<file path="config.mk">
export PLATFORM = sky130hd
export DESIGN_NAME = audio_serial_tx
export DESIGN_NICKNAME = d
export VERILOG_FILES = /design/src/rtl/atx_pkg.sv /design/src/rtl/atx_clkgen.sv /design/src/rtl/atx_sample_buf.sv /design/src/rtl/atx_slot_map.sv /design/src/rtl/audio_serial_tx.sv
export SDC_FILE = /design/constraint.sdc
export NUM_CORES = 1
export LEC_CHECK = 0
export BUFFER_PORTS_ARGS = -buffer_cell sky130_fd_sc_hd__buf_2
export CORE_ASPECT_RATIO = 1.25
export CORE_UTILIZATION = 55
export CTS_BUF_LIST = sky130_fd_sc_hd__clkbuf_16
export DETAILED_ROUTE_END_ITERATION = 12
export PLACE_DENSITY = 0.75
export SETUP_SLACK_MARGIN = 0.1
export SLEW_MARGIN = 25
export SYNTH_ARGS = -nofsm -noshare
export SYNTH_HDL_FRONTEND = slang
export SYNTH_SLANG_ARGS = --single-unit
</file>
<file path="constraint.sdc">
create_clock -name clk -period 6.6 [get_ports clk]
set_clock_uncertainty 0.2 [all_clocks]
set_input_delay 0.33 -clock clk [delete_from_list [all_inputs] [get_ports clk]]
set_output_delay 0.33 -clock clk [all_outputs]
set_load 0.02 [all_outputs]
</file>
<file path="src/rtl/atx_pkg.sv">
package atx_pkg;

  typedef enum logic [1:0] {
    FMT_I2S   = 2'b00,
    FMT_LEFT  = 2'b01,
    FMT_RIGHT = 2'b10,
    FMT_SPARE = 2'b11
  } fmt_e;

  typedef struct packed {
    logic [1:0] fmt;
    logic [1:0] wsel;
  } frame_cfg_t;

  // Word width in bits for a width code.
  function automatic logic [4:0] width_of(input logic [1:0] wsel);
    case (wsel)
      2'b00:   width_of = 5'd16;
      2'b01:   width_of = 5'd20;
      default: width_of = 5'd24;
    endcase
  endfunction

endpackage

</file>
<file path="src/rtl/atx_clkgen.sv">
module atx_clkgen #(
  parameter int HALF_DIV    = 2,
  parameter int FRAME_SLOTS = 64
) (
  input  logic                           clk,
  input  logic                           rst_n,
  output logic                           bclk,
  output logic                           fall_stb,
  output logic                           frame_start,
  output logic [$clog2(FRAME_SLOTS)-1:0] slot_nxt
);
  localparam int CNT_W  = (HALF_DIV > 1) ? $clog2(HALF_DIV) : 1;
  localparam int SLOT_W = $clog2(FRAME_SLOTS);

  logic [CNT_W-1:0]  cnt_q, cnt_d;
  logic              bclk_q, bclk_d;
  logic [SLOT_W-1:0] slot_q, slot_d;
  logic              term;

  always_comb begin
    term     = (cnt_q == CNT_W'(HALF_DIV - 1));
    fall_stb = term && bclk_q;
    slot_nxt = slot_q + SLOT_W'(1);
    cnt_d    = term ? '0 : cnt_q + CNT_W'(1);
    bclk_d   = term ? ~bclk_q : bclk_q;
    slot_d   = fall_stb ? slot_nxt : slot_q;
    frame_start = fall_stb && (slot_q == {SLOT_W{1'b1}});
  end

  always_ff @(posedge clk or negedge rst_n) begin
    if (!rst_n) begin
      cnt_q  <= '0;
      bclk_q <= 1'b0;
      slot_q <= {SLOT_W{1'b1}};
    end else begin
      cnt_q  <= cnt_d;
      bclk_q <= bclk_d;
      slot_q <= slot_d;
    end
  end

  assign bclk = bclk_q;


  slot_on_fall_chk: assert property (@(posedge clk) disable iff (!rst_n)
    $fell(bclk_q) |-> (slot_q != $past(slot_q)));

endmodule

</file>
<file path="src/rtl/atx_sample_buf.sv">
module atx_sample_buf
  import atx_pkg::*;
#(
  parameter int DATA_W = 24
) (
  input  logic              clk,
  input  logic              rst_n,
  input  logic              frame_start,
  input  logic              in_valid,
  output logic              in_ready,
  input  logic [DATA_W-1:0] in_left,
  input  logic [DATA_W-1:0] in_right,
  input  frame_cfg_t        cfg_in,
  output logic [DATA_W-1:0] view_left,
  output logic [DATA_W-1:0] view_right,
  output frame_cfg_t        view_cfg
);
  logic              pend_q, pend_d;
  logic [DATA_W-1:0] hold_l_q, hold_l_d, hold_r_q, hold_r_d;
  logic [DATA_W-1:0] cur_l_q, cur_l_d, cur_r_q, cur_r_d;
  frame_cfg_t        cfg_q, cfg_d;
  logic              accept;

  always_comb begin
    accept   = in_valid && !pend_q;
    pend_d   = pend_q;
    hold_l_d = hold_l_q;
    hold_r_d = hold_r_q;
    cur_l_d  = cur_l_q;
    cur_r_d  = cur_r_q;
    cfg_d    = cfg_q;
    if (frame_start) begin
      cur_l_d = pend_q ? hold_l_q : '0;
      cur_r_d = pend_q ? hold_r_q : '0;
      cfg_d   = cfg_in;
      pend_d  = 1'b0;
    end
    if (accept) begin
      hold_l_d = in_left;
      hold_r_d = in_right;
      pend_d   = 1'b1;
    end
  end

  always_ff @(posedge clk or negedge rst_n) begin
    if (!rst_n) begin
      pend_q   <= 1'b0;
      hold_l_q <= '0;
      hold_r_q <= '0;
      cur_l_q  <= '0;
      cur_r_q  <= '0;
      cfg_q    <= '0;
    end else begin
      pend_q   <= pend_d;
      hold_l_q <= hold_l_d;
      hold_r_q <= hold_r_d;
      cur_l_q  <= cur_l_d;
      cur_r_q  <= cur_r_d;
      cfg_q    <= cfg_d;
    end
  end

  // The slot being entered at a frame start must see the freshly loaded frame.
  assign view_left  = frame_start ? cur_l_d : cur_l_q;
  assign view_right = frame_start ? cur_r_d : cur_r_q;
  assign view_cfg   = frame_start ? cfg_d   : cfg_q;
  assign in_ready   = !pend_q;


  full_after_accept_chk: assert property (@(posedge clk) disable iff (!rst_n)
    (in_valid && in_ready) |=> !in_ready);

  cfg_frozen_chk: assert property (@(posedge clk) disable iff (!rst_n)
    !frame_start |=> $stable(cfg_q));

  silence_on_empty_chk: assert property (@(posedge clk) disable iff (!rst_n)
    (frame_start && !pend_q) |=> (cur_l_q == '0 && cur_r_q == '0));

endmodule

</file>
<file path="src/rtl/atx_slot_map.sv">
module atx_slot_map
  import atx_pkg::*;
#(
  parameter int DATA_W       = 24,
  parameter int SLOTS_PER_CH = 32
) (
  input  logic [$clog2(2*SLOTS_PER_CH)-1:0] slot,
  input  frame_cfg_t                        cfg,
  input  logic [DATA_W-1:0]                 left,
  input  logic [DATA_W-1:0]                 right,
  output logic                              bit_out,
  output logic                              lr_out
);
  localparam int PW = $clog2(SLOTS_PER_CH);

  logic              half;
  logic [PW-1:0]     pos;
  logic [4:0]        w;
  logic [4:0]        idx;
  logic [DATA_W-1:0] smp;

  always_comb begin
    half    = slot[PW];
    pos     = slot[PW-1:0];
    w       = width_of(cfg.wsel);
    smp     = half ? right : left;
    bit_out = 1'b0;
    idx     = '0;
    case (fmt_e'(cfg.fmt))
      FMT_LEFT: begin
        lr_out = ~half;
        if (pos < w) begin
          idx     = w - 5'd1 - pos;
          bit_out = smp[idx];
        end
      end
      FMT_RIGHT: begin
        lr_out = ~half;
        if (pos >= 5'(SLOTS_PER_CH) - w) begin
          idx     = 5'(SLOTS_PER_CH - 1) - pos;
          bit_out = smp[idx];
        end
      end
      default: begin
        lr_out = half;
        if (pos != '0 && pos <= w) begin
          idx     = w - pos;
          bit_out = smp[idx];
        end
      end
    endcase
  end

endmodule

</file>
<file path="src/rtl/audio_serial_tx.sv">
module audio_serial_tx
  import atx_pkg::*;
#(
  parameter int DATA_W       = 24,
  parameter int HALF_DIV     = 2,
  parameter int SLOTS_PER_CH = 32
) (
  input  logic              clk,
  input  logic              rst_n,
  input  logic [1:0]        cfg_fmt,
  input  logic [1:0]        cfg_wsel,
  input  logic              in_valid,
  output logic              in_ready,
  input  logic [DATA_W-1:0] in_left,
  input  logic [DATA_W-1:0] in_right,
  output logic              bclk,
  output logic              lrclk,
  output logic              sdata
);
  localparam int FRAME_SLOTS = 2 * SLOTS_PER_CH;
  localparam int SLOT_W      = $clog2(FRAME_SLOTS);
  localparam int PW          = $clog2(SLOTS_PER_CH);

  logic              fall_stb, frame_start;
  logic [SLOT_W-1:0] slot_nxt;
  logic [DATA_W-1:0] view_left, view_right;
  frame_cfg_t        view_cfg, cfg_in;
  logic              map_bit, map_lr;
  logic              sdata_q, sdata_d, lrclk_q, lrclk_d;

  assign cfg_in = '{fmt: cfg_fmt, wsel: cfg_wsel};

  atx_clkgen #(.HALF_DIV(HALF_DIV), .FRAME_SLOTS(FRAME_SLOTS)) u_clkgen (
    .clk(clk), .rst_n(rst_n), .bclk(bclk), .fall_stb(fall_stb),
    .frame_start(frame_start), .slot_nxt(slot_nxt)
  );

  atx_sample_buf #(.DATA_W(DATA_W)) u_buf (
    .clk(clk), .rst_n(rst_n), .frame_start(frame_start),
    .in_valid(in_valid), .in_ready(in_ready),
    .in_left(in_left), .in_right(in_right), .cfg_in(cfg_in),
    .view_left(view_left), .view_right(view_right), .view_cfg(view_cfg)
  );

  atx_slot_map #(.DATA_W(DATA_W), .SLOTS_PER_CH(SLOTS_PER_CH)) u_map (
    .slot(slot_nxt), .cfg(view_cfg), .left(view_left), .right(view_right),
    .bit_out(map_bit), .lr_out(map_lr)
  );

  always_comb begin
    sdata_d = fall_stb ? map_bit : sdata_q;
    lrclk_d = fall_stb ? map_lr  : lrclk_q;
  end

  always_ff @(posedge clk or negedge rst_n) begin
    if (!rst_n) begin
      sdata_q <= 1'b0;
      lrclk_q <= 1'b0;
    end else begin
      sdata_q <= sdata_d;
      lrclk_q <= lrclk_d;
    end
  end

  assign sdata = sdata_q;
  assign lrclk = lrclk_q;


  sdata_hold_chk: assert property (@(posedge clk) disable iff (!rst_n)
    !fall_stb |=> $stable(sdata_q));

  lrclk_hold_chk: assert property (@(posedge clk) disable iff (!rst_n)
    !fall_stb |=> $stable(lrclk_q));

  lr_half_chk: assert property (@(posedge clk) disable iff (!rst_n)
    (fall_stb && slot_nxt[PW-1:0] != '0) |=> $stable(lrclk_q));

endmodule

</file>
==> metrics.cfg, run 1 <==
[routing]
first_pass_iters = 5
ant_nets = 0
remaining_drc_errors = 0
via_per_inst = 6.55
drt_iter0_drc = 523
vias = 5432
finalWirelength_um = 17300
wl_per_cell_um = 20.9

[logic_synthesis]
synth_warnings = 0
syn-num-nets = 712
ys_ff_latch = 111
synth_cell_type_count = 69
avgSynthCellArea_um2 = 9.50
yosysSeqAreaShare_pct = 45.0
netlist_area_mm2 = 0.00618
syn_inst = 651
ys.flop_type = dfrtp_1
synth_edf_count = 0
async_flop_share_pct = 100

[hold_path]
hold_path_class = primary input to flop

[place]
placed_cell_area_mm2 = 0.00649
place.port_buffers = 58
gp_congestion = 0.898
placed_cells = 798
dp_hpwl_um = 11800

[global_routing]
grt_antenna_before_repair = 0
grt.total_usage_pct = 31.0
grt_pass1_vias = 5359
grt_max_degree = 57
grt_overflow_total = 0
grt_pass1_wl_um = 28200

[cts]
cts.sinks = 111
cts_resized = 0
cts_tree = done
root_buffer = clkbuf_16
postCtsSetupBuffers = 0
h-tree-depth = 3
insertion_delay_ns = 0.36
clock_path_buffers = 2
hold_buffers = 16
clkTransAtPathRegs_ns = 0.08
cts-buffers-inserted = 9

[layout]
drive_gt1_share_pct = 21.5
area_growth_pct = 12.4
post-route-util_pct = 64.5
postLayoutCellArea_mm2 = 0.00695
fillCellCount = 885
antennaDiodeCount = 0
fin_cells = 829
fin_nets = 754

[flow_run]
maxCapViolations = 0

[sta]
tns_ns = 0
fin_crit_sh_pct = 66.1
rsz0062_at_grt = false
slew_viol_final = 0
min_period_ns = 4.37
tightest_slew_ns = 0.862
maxSlewHeadroom_pct = 42.5
holdWs_ns = -0.00156
setup_violations = 0
hold_viol = 3
fmax_ghz = 0.229

[floorplanning]
std_cell_rows = 42
start_util_pct = 57.4
io_pins = 59
die_w_um = 96.8
design.core.area_mm2 = 0.0108
die_area_mm2 = 0.0117
fp.dieH_um = 121

[critical_path]
r2r_end = sdata
crit_end = sdata
cp.arrival_ns = 4.41
crit_start = u_clkgen.slot_q[0]
r2r_cells = 14
start_kind = flop
end_kind = flop
r2r-start = u_clkgen.slot_q[0]
worst-path-max-fanout = 22
worstPathRequired_ns = 6.64
ff2ff_setup_slack_ns = 2.23
path_class = flop to flop

[power_and_ir_drop]
power.density_mw_per_mm2 = 244
fin_total_pwr_mw = 1.69
ir_worst_vdd_uv = 178
leakage_nw = 3.07

[run_status]
violations = hold timing
status = finished with violations

==> placed cells by master (no fill, tap or decap), drive strengths merged, types with 4 or more instances in the layout <==
| cell | instances |
|---|---|
| o211ai | 9 |
| o21ai | 49 |
| o32ai | 4 |
| and4 | 8 |
| nand4 | 10 |
| clkbuf | 9 |
| dlygate4sd3 | 16 |
| a311oi | 4 |
| dfrtp | 105 |
| a22oi | 5 |
| and3 | 4 |
| mux2i | 9 |
| mux2 | 47 |
| a211oi | 4 |
| nor2b | 4 |
| nor3 | 9 |
| and2 | 5 |
| nand2 | 84 |
| dfstp | 6 |
| buf | 65 |
| nor2 | 19 |
| nand3 | 64 |
| a31oi | 6 |
| inv | 21 |
| xor2 | 5 |
| a22o | 17 |
| o31ai | 7 |
| ha | 6 |
| a21o | 7 |
| xnor2 | 10 |
| o22ai | 4 |
| a21oi | 32 |
==> layout make-up <==
class	count	area, um^2	area share (%)
well taps	132	165	2.38
flip-flops and latches	111	2790	40.1
multi-input cells	472	3130	45.0
repair buffers	81	505	7.27
inverters	18	67.6	0.972
clock buffers	9	225	3.24
clock inverters	6	77.6	1.12
==> cell usage after synthesis (all sizes together), types with 6 or more instances <==
library cell	number	area [um^2]
buf	17	92.6
nand4	10	77.6
nand3	64	330
clkbuf	33	125
xnor2	10	87.6
dfrtp	105	2630
mux2i	9	93.8
inv	18	67.6
dfstp	6	158
nor3	9	50.1
nor2	19	73.8
a22o	17	149
o21ai	49	260
a21oi	32	164
mux2	47	529
o211ai	9	67.6
and4	8	70.1
a31oi	6	37.5
nand2	84	315
o31ai	7	52.6
a21o	7	52.6
ha	6	75.1
==> power breakdown <==
group / internal (mW) / switching (mW) / leakage, nW
combinational: 0.128 / 0.0964 / 1.52
sequential: 0.795 / 0.107 / 1.40
clock: 0.300 / 0.269 / 0.146
total: 1.22 / 0.472 / 3.07
==> metrics by stage <==
step	hold WS [ns]	worst slack [ns]
floorplan	-0.166	2.93
finish	-0.00156	2.23
CTS	0.00000938	2.29
detailed placement	0.236	2.32
global placement	0.219	2.41
global route	0.00120	1.95
==> critical path: stages, from the launching register on <==
cell and delay [ns]:
dfstp_2 0.75, ha_1 0.53, and4_1 0.37, nand2_2 0.31, mux2i_1 0.24, inv_1 0.10
ha_1 0.56, o21ai_0 0.15, a21oi_1 0.21, xnor2_1 0.10, and2_1 0.18, nand2b_1 0.08
a21oi_1 0.05, nor4_1 0.26, nand4_1 0.13
==> per-layer routing <==
layer | wire length, um | global-route usage (%)
met2 | 8550 | 51.4
met1 | 7000 | 39.2
met3 | 1050 | 5.78
met5 | 0 | 0
met4 | 695 | 15.0
==> cell families after synthesis <==
kind of cell	synth area share [%]
simple gates	18.3
compound gates	18.5
flops	45.0
buf+inv	4.61
mux	10.1
xor+xnor	2.25
fa+ha+maj	1.21
==> worst min-delay path by stage <==
stage           startpoint                    endpoint  cells past startpoint
6_report       in_left[23]          u_buf.hold_l_q[23]                      2
5_1_grt        in_left[19]          u_buf.hold_l_q[19]                      2
4_1_cts        in_left[23]          u_buf.hold_l_q[23]                      2
3_5_place_dp         rst_n              u_clkgen.cnt_q                      1
3_3_place_gp         rst_n               u_clkgen.bclk                      1
2_1_floorplan        rst_n  asynchronous set/reset pin                      0
No activity file was read; power rests on OpenSTA's default activity.
==> run 2, diff against run 1 <==
- ABC_AREA: unset -> 1
- CORE_UTILIZATION: 55 -> 53
- PLACE_DENSITY: 0.75 -> 0.76
- clock period: 6.6 -> 4 ns (I/O delays scaled with it)
==> metrics.cfg, run 2 <==
[logic_synthesis]
yosysSeqAreaShare_pct = 49.3  ; +4.2 points
yosysMostFrequentCell = nand2_1
synth_warnings = 0  ; unchanged
synth_compound_area_share_pct = 5.67  ; -13 points
synth_edf_count = 0  ; unchanged
synth_xor_xnor_area_share_pct = 0.155  ; -2.1 points
netlist_top_cells_count = nand2_1, dfrtp_1, nand3_1, mux2_2, inv_1
yosys.area.top_type = dfrtp_1
netlist_area_mm2 = 0.00565  ; -8.6%
yosys.area.top_type_share_pct = 46.5  ; +4.0 points
synth_area_leaders = dfrtp_1, nand2_1, mux2_2
synth_cell_type_count = 25  ; -64%
avgSynthCellArea_um2 = 8.44  ; -11%
ys.flop_type = dfrtp_1
syn-num-nets = 731  ; +2.7%
ys_ff_latch = 111  ; unchanged
synth_mux_area_share_pct = 9.56  ; -0.52 points
synth_top_family_by_area = simple AND/OR/NAND/NOR gates
syn_inst = 670  ; +2.9%
synthSimpleGateAreaFrac_pct = 27.6  ; +9.3 points
async_flop_share_pct = 100  ; unchanged
yosys.area_share.adder_pct = 1.33  ; +0.11 points

[routing]
wl_per_cell_um = 14.8  ; -29%
remaining_drc_errors = 0  ; unchanged
via_per_inst = 5.45  ; -17%
first_pass_iters = 6  ; +1
drt_iter0_drc = 304  ; -42%
vias = 4885  ; -10%
finalWirelength_um = 13300  ; -23%
ant_nets = 0  ; unchanged

[global_routing]
grt_pass1_wl_um = 22900  ; -19%
grt.total_usage_pct = 26.4  ; -4.6 points
groute.layer.met2.usage_pct = 43.7  ; -7.7 points
grt_pass1_vias = 4974  ; -7.2%
grt_overflow_total = 0  ; unchanged
grt_util_met1_pct = 33.7  ; -5.5 points
grt_max_degree = 75  ; +32%
grt_antenna_before_repair = 0  ; unchanged
busiest_layer = met2
use_met3_pct = 4.20  ; -1.6 points

[critical_path]
end_kind = flop
crit_start = u_clkgen.slot_q[0]
worst-path-max-fanout = 74  ; +240%
worstPathRequired_ns = 4.08  ; -2.56 ns
r2r_end = sdata
cp.arrival_ns = 3.42  ; -0.99 ns
path_class = flop to flop
crit_end = sdata
r2r-start = u_clkgen.slot_q[0]
ff2ff_setup_slack_ns = 0.65  ; -1.58 ns
start_kind = flop
r2r_cells = 18  ; +4

[layout]
final_cell_mix = nand2_1, dfrtp_1, nand3_1
antennaDiodeCount = 0  ; unchanged
final_common_cell = nand2_1
area_growth_pct = 20.7
postLayoutCellArea_mm2 = 0.00682  ; -1.9%
post-route-util_pct = 66.8  ; +2.3 points
fin_nets = 824  ; +9.3%
drive_gt1_share_pct = 20.3  ; -1.2 points

[power_and_ir_drop]
ir_worst_vdd_uv = 278  ; +56%
comb_power_share_pct = 4.2  ; -9.0 points
fin_total_pwr_mw = 2.17  ; +28%
internal_power_mw = 1.73  ; +41%
leakage_nw = 3.57  ; +16%
power_frac_clock_pct = 44.2  ; +11 points
switching_share_pct = 20.6  ; -7.2 points
net-switching-power_mw = 0.447  ; -5.2%
power.density_mw_per_mm2 = 319  ; +31%
p_seq_share_pct = 51.6  ; -1.6 points

[sta]
setup_violations = 0  ; unchanged
maxSlewHeadroom_pct = 39.9  ; -2.6 points
tightest_slew_ns = 0.899  ; +0.0365 ns
fin_crit_sh_pct = 83.6  ; +18 points
slew_viol_final = 0  ; unchanged
tns_ns = 0  ; unchanged
min_period_ns = 3.35  ; -1.02 ns
fmax_ghz = 0.299  ; +30%
holdWs_ns = 0.109  ; +0.111 ns
rsz0062_at_grt = false
hold_viol = 0  ; -3

[cts]
clock_path_buffers = 2  ; unchanged
clkTransAtPathRegs_ns = 0.07  ; about the same
root_buffer = clkbuf_16
hold_buffers = 52  ; +36
cts_resized = 0  ; unchanged
cts-buffers-inserted = 9  ; unchanged
cts.sinks = 111  ; unchanged
cts_tree = done
postCtsSetupBuffers = 0  ; unchanged
h-tree-depth = 3  ; unchanged
insertion_delay_ns = 0.35  ; about the same

[flow_run]
maxCapViolations = 0  ; unchanged

[floorplanning]
start_util_pct = 55.4  ; -2.0 points
die_w_um = 94.4  ; -2.5%
fp.dieH_um = 117  ; -2.6%
io_pins = 59  ; unchanged
std_cell_rows = 41  ; -2.4%
die_area_mm2 = 0.0111  ; -5.0%
design.core.area_mm2 = 0.0102  ; -5.2%

[place]
gp_congestion = 0.878  ; -2.2%
place.port_buffers = 58  ; unchanged
dp_hpwl_um = 8810  ; -25%
placed_cell_area_mm2 = 0.00598  ; -7.9%

[run_status]
status = complete, no violations

[hold_path]
hold_path_class = primary input to flop

-- run 2: logic make-up after synthesis --
logic type,count (synthesis)
AO/OA/AOI/OAI,55
XOR/XNOR,1
adder cells (fa/ha/maj),6
buffers and inverters,81
flip-flops,111
multiplexers,48
AND/OR/NAND/NOR,368
-- run 2: how the worst min path moves through the flow --
stage / to / start / slack (ns) / cells past startpoint
floorplan: asynchronous set/reset pin / rst_n / -0.30 / 0
global placement: u_buf.hold_l_q[4] / rst_n / -0.01 / 1
detailed placement: u_buf.hold_l_q[9] / rst_n / -0.01 / 1
CTS: u_buf.cfg_q[1] / cfg_wsel[1] / 0.10 / 5
global route: u_buf.cfg_q[1] / cfg_wsel[1] / 0.16 / 5
finish: u_buf.cfg_q[1] / cfg_wsel[1] / 0.11 / 5
-- run 2: worst max-delay path, stage by stage (launching register included) --
cell and delay (ns):
dfstp_2 0.61, ha_1 0.26, nand2_2 0.12, nor2_8 0.26
nand3_4 0.25, buf_12 0.27, o21ai_1 0.24, nand2_1 0.11
nand3_1 0.13, nand2_1 0.07, nor2_1 0.16, nand2_1 0.08
nand3_1 0.09, nand2_1 0.06, nand2_1 0.05, nand2_1 0.05
nand2_1 0.05, nand2_1 0.04, a21oi_1 0.11
-- run 2: metrics by stage --
stage | worst slack, ns | instances
floorplan | 1.31 | 670
global placement | 0.791 | 829
detailed placement | 0.708 | 829
CTS | 0.672 | 896
global route | 0.320 | 896
finish | 0.654 | 896
-- run 2: routing by layer --
metal | up-vias | wire [um]
met5 | - | 0
met1 | 2350 | 5620
met2 | 137 | 6800
met3 | 38 | 477
li1 | 2360 | -
met4 | 0 | 397
-- run 2: layout make-up --
cell class | count | area [um^2]
timing repair buffer | 115 | 863
clock inverter | 6 | 91.3
fill | 819 | 3390
sequential | 111 | 2790
clock buffer | 9 | 225
inverter | 48 | 180
multi-input combinational | 478 | 2510
tap | 129 | 161
-- run 2: power by group through the flow --
stage	combinational (mW)	clock (mW)	sequential [mW]
finish	0.0908	0.960	1.12
global route	0.101	1.02	1.12
CTS	0.0893	0.977	1.12
detailed placement	0.0508	0	1.14
global placement	0.0490	0	1.14
floorplan	0.000707	0	1.14
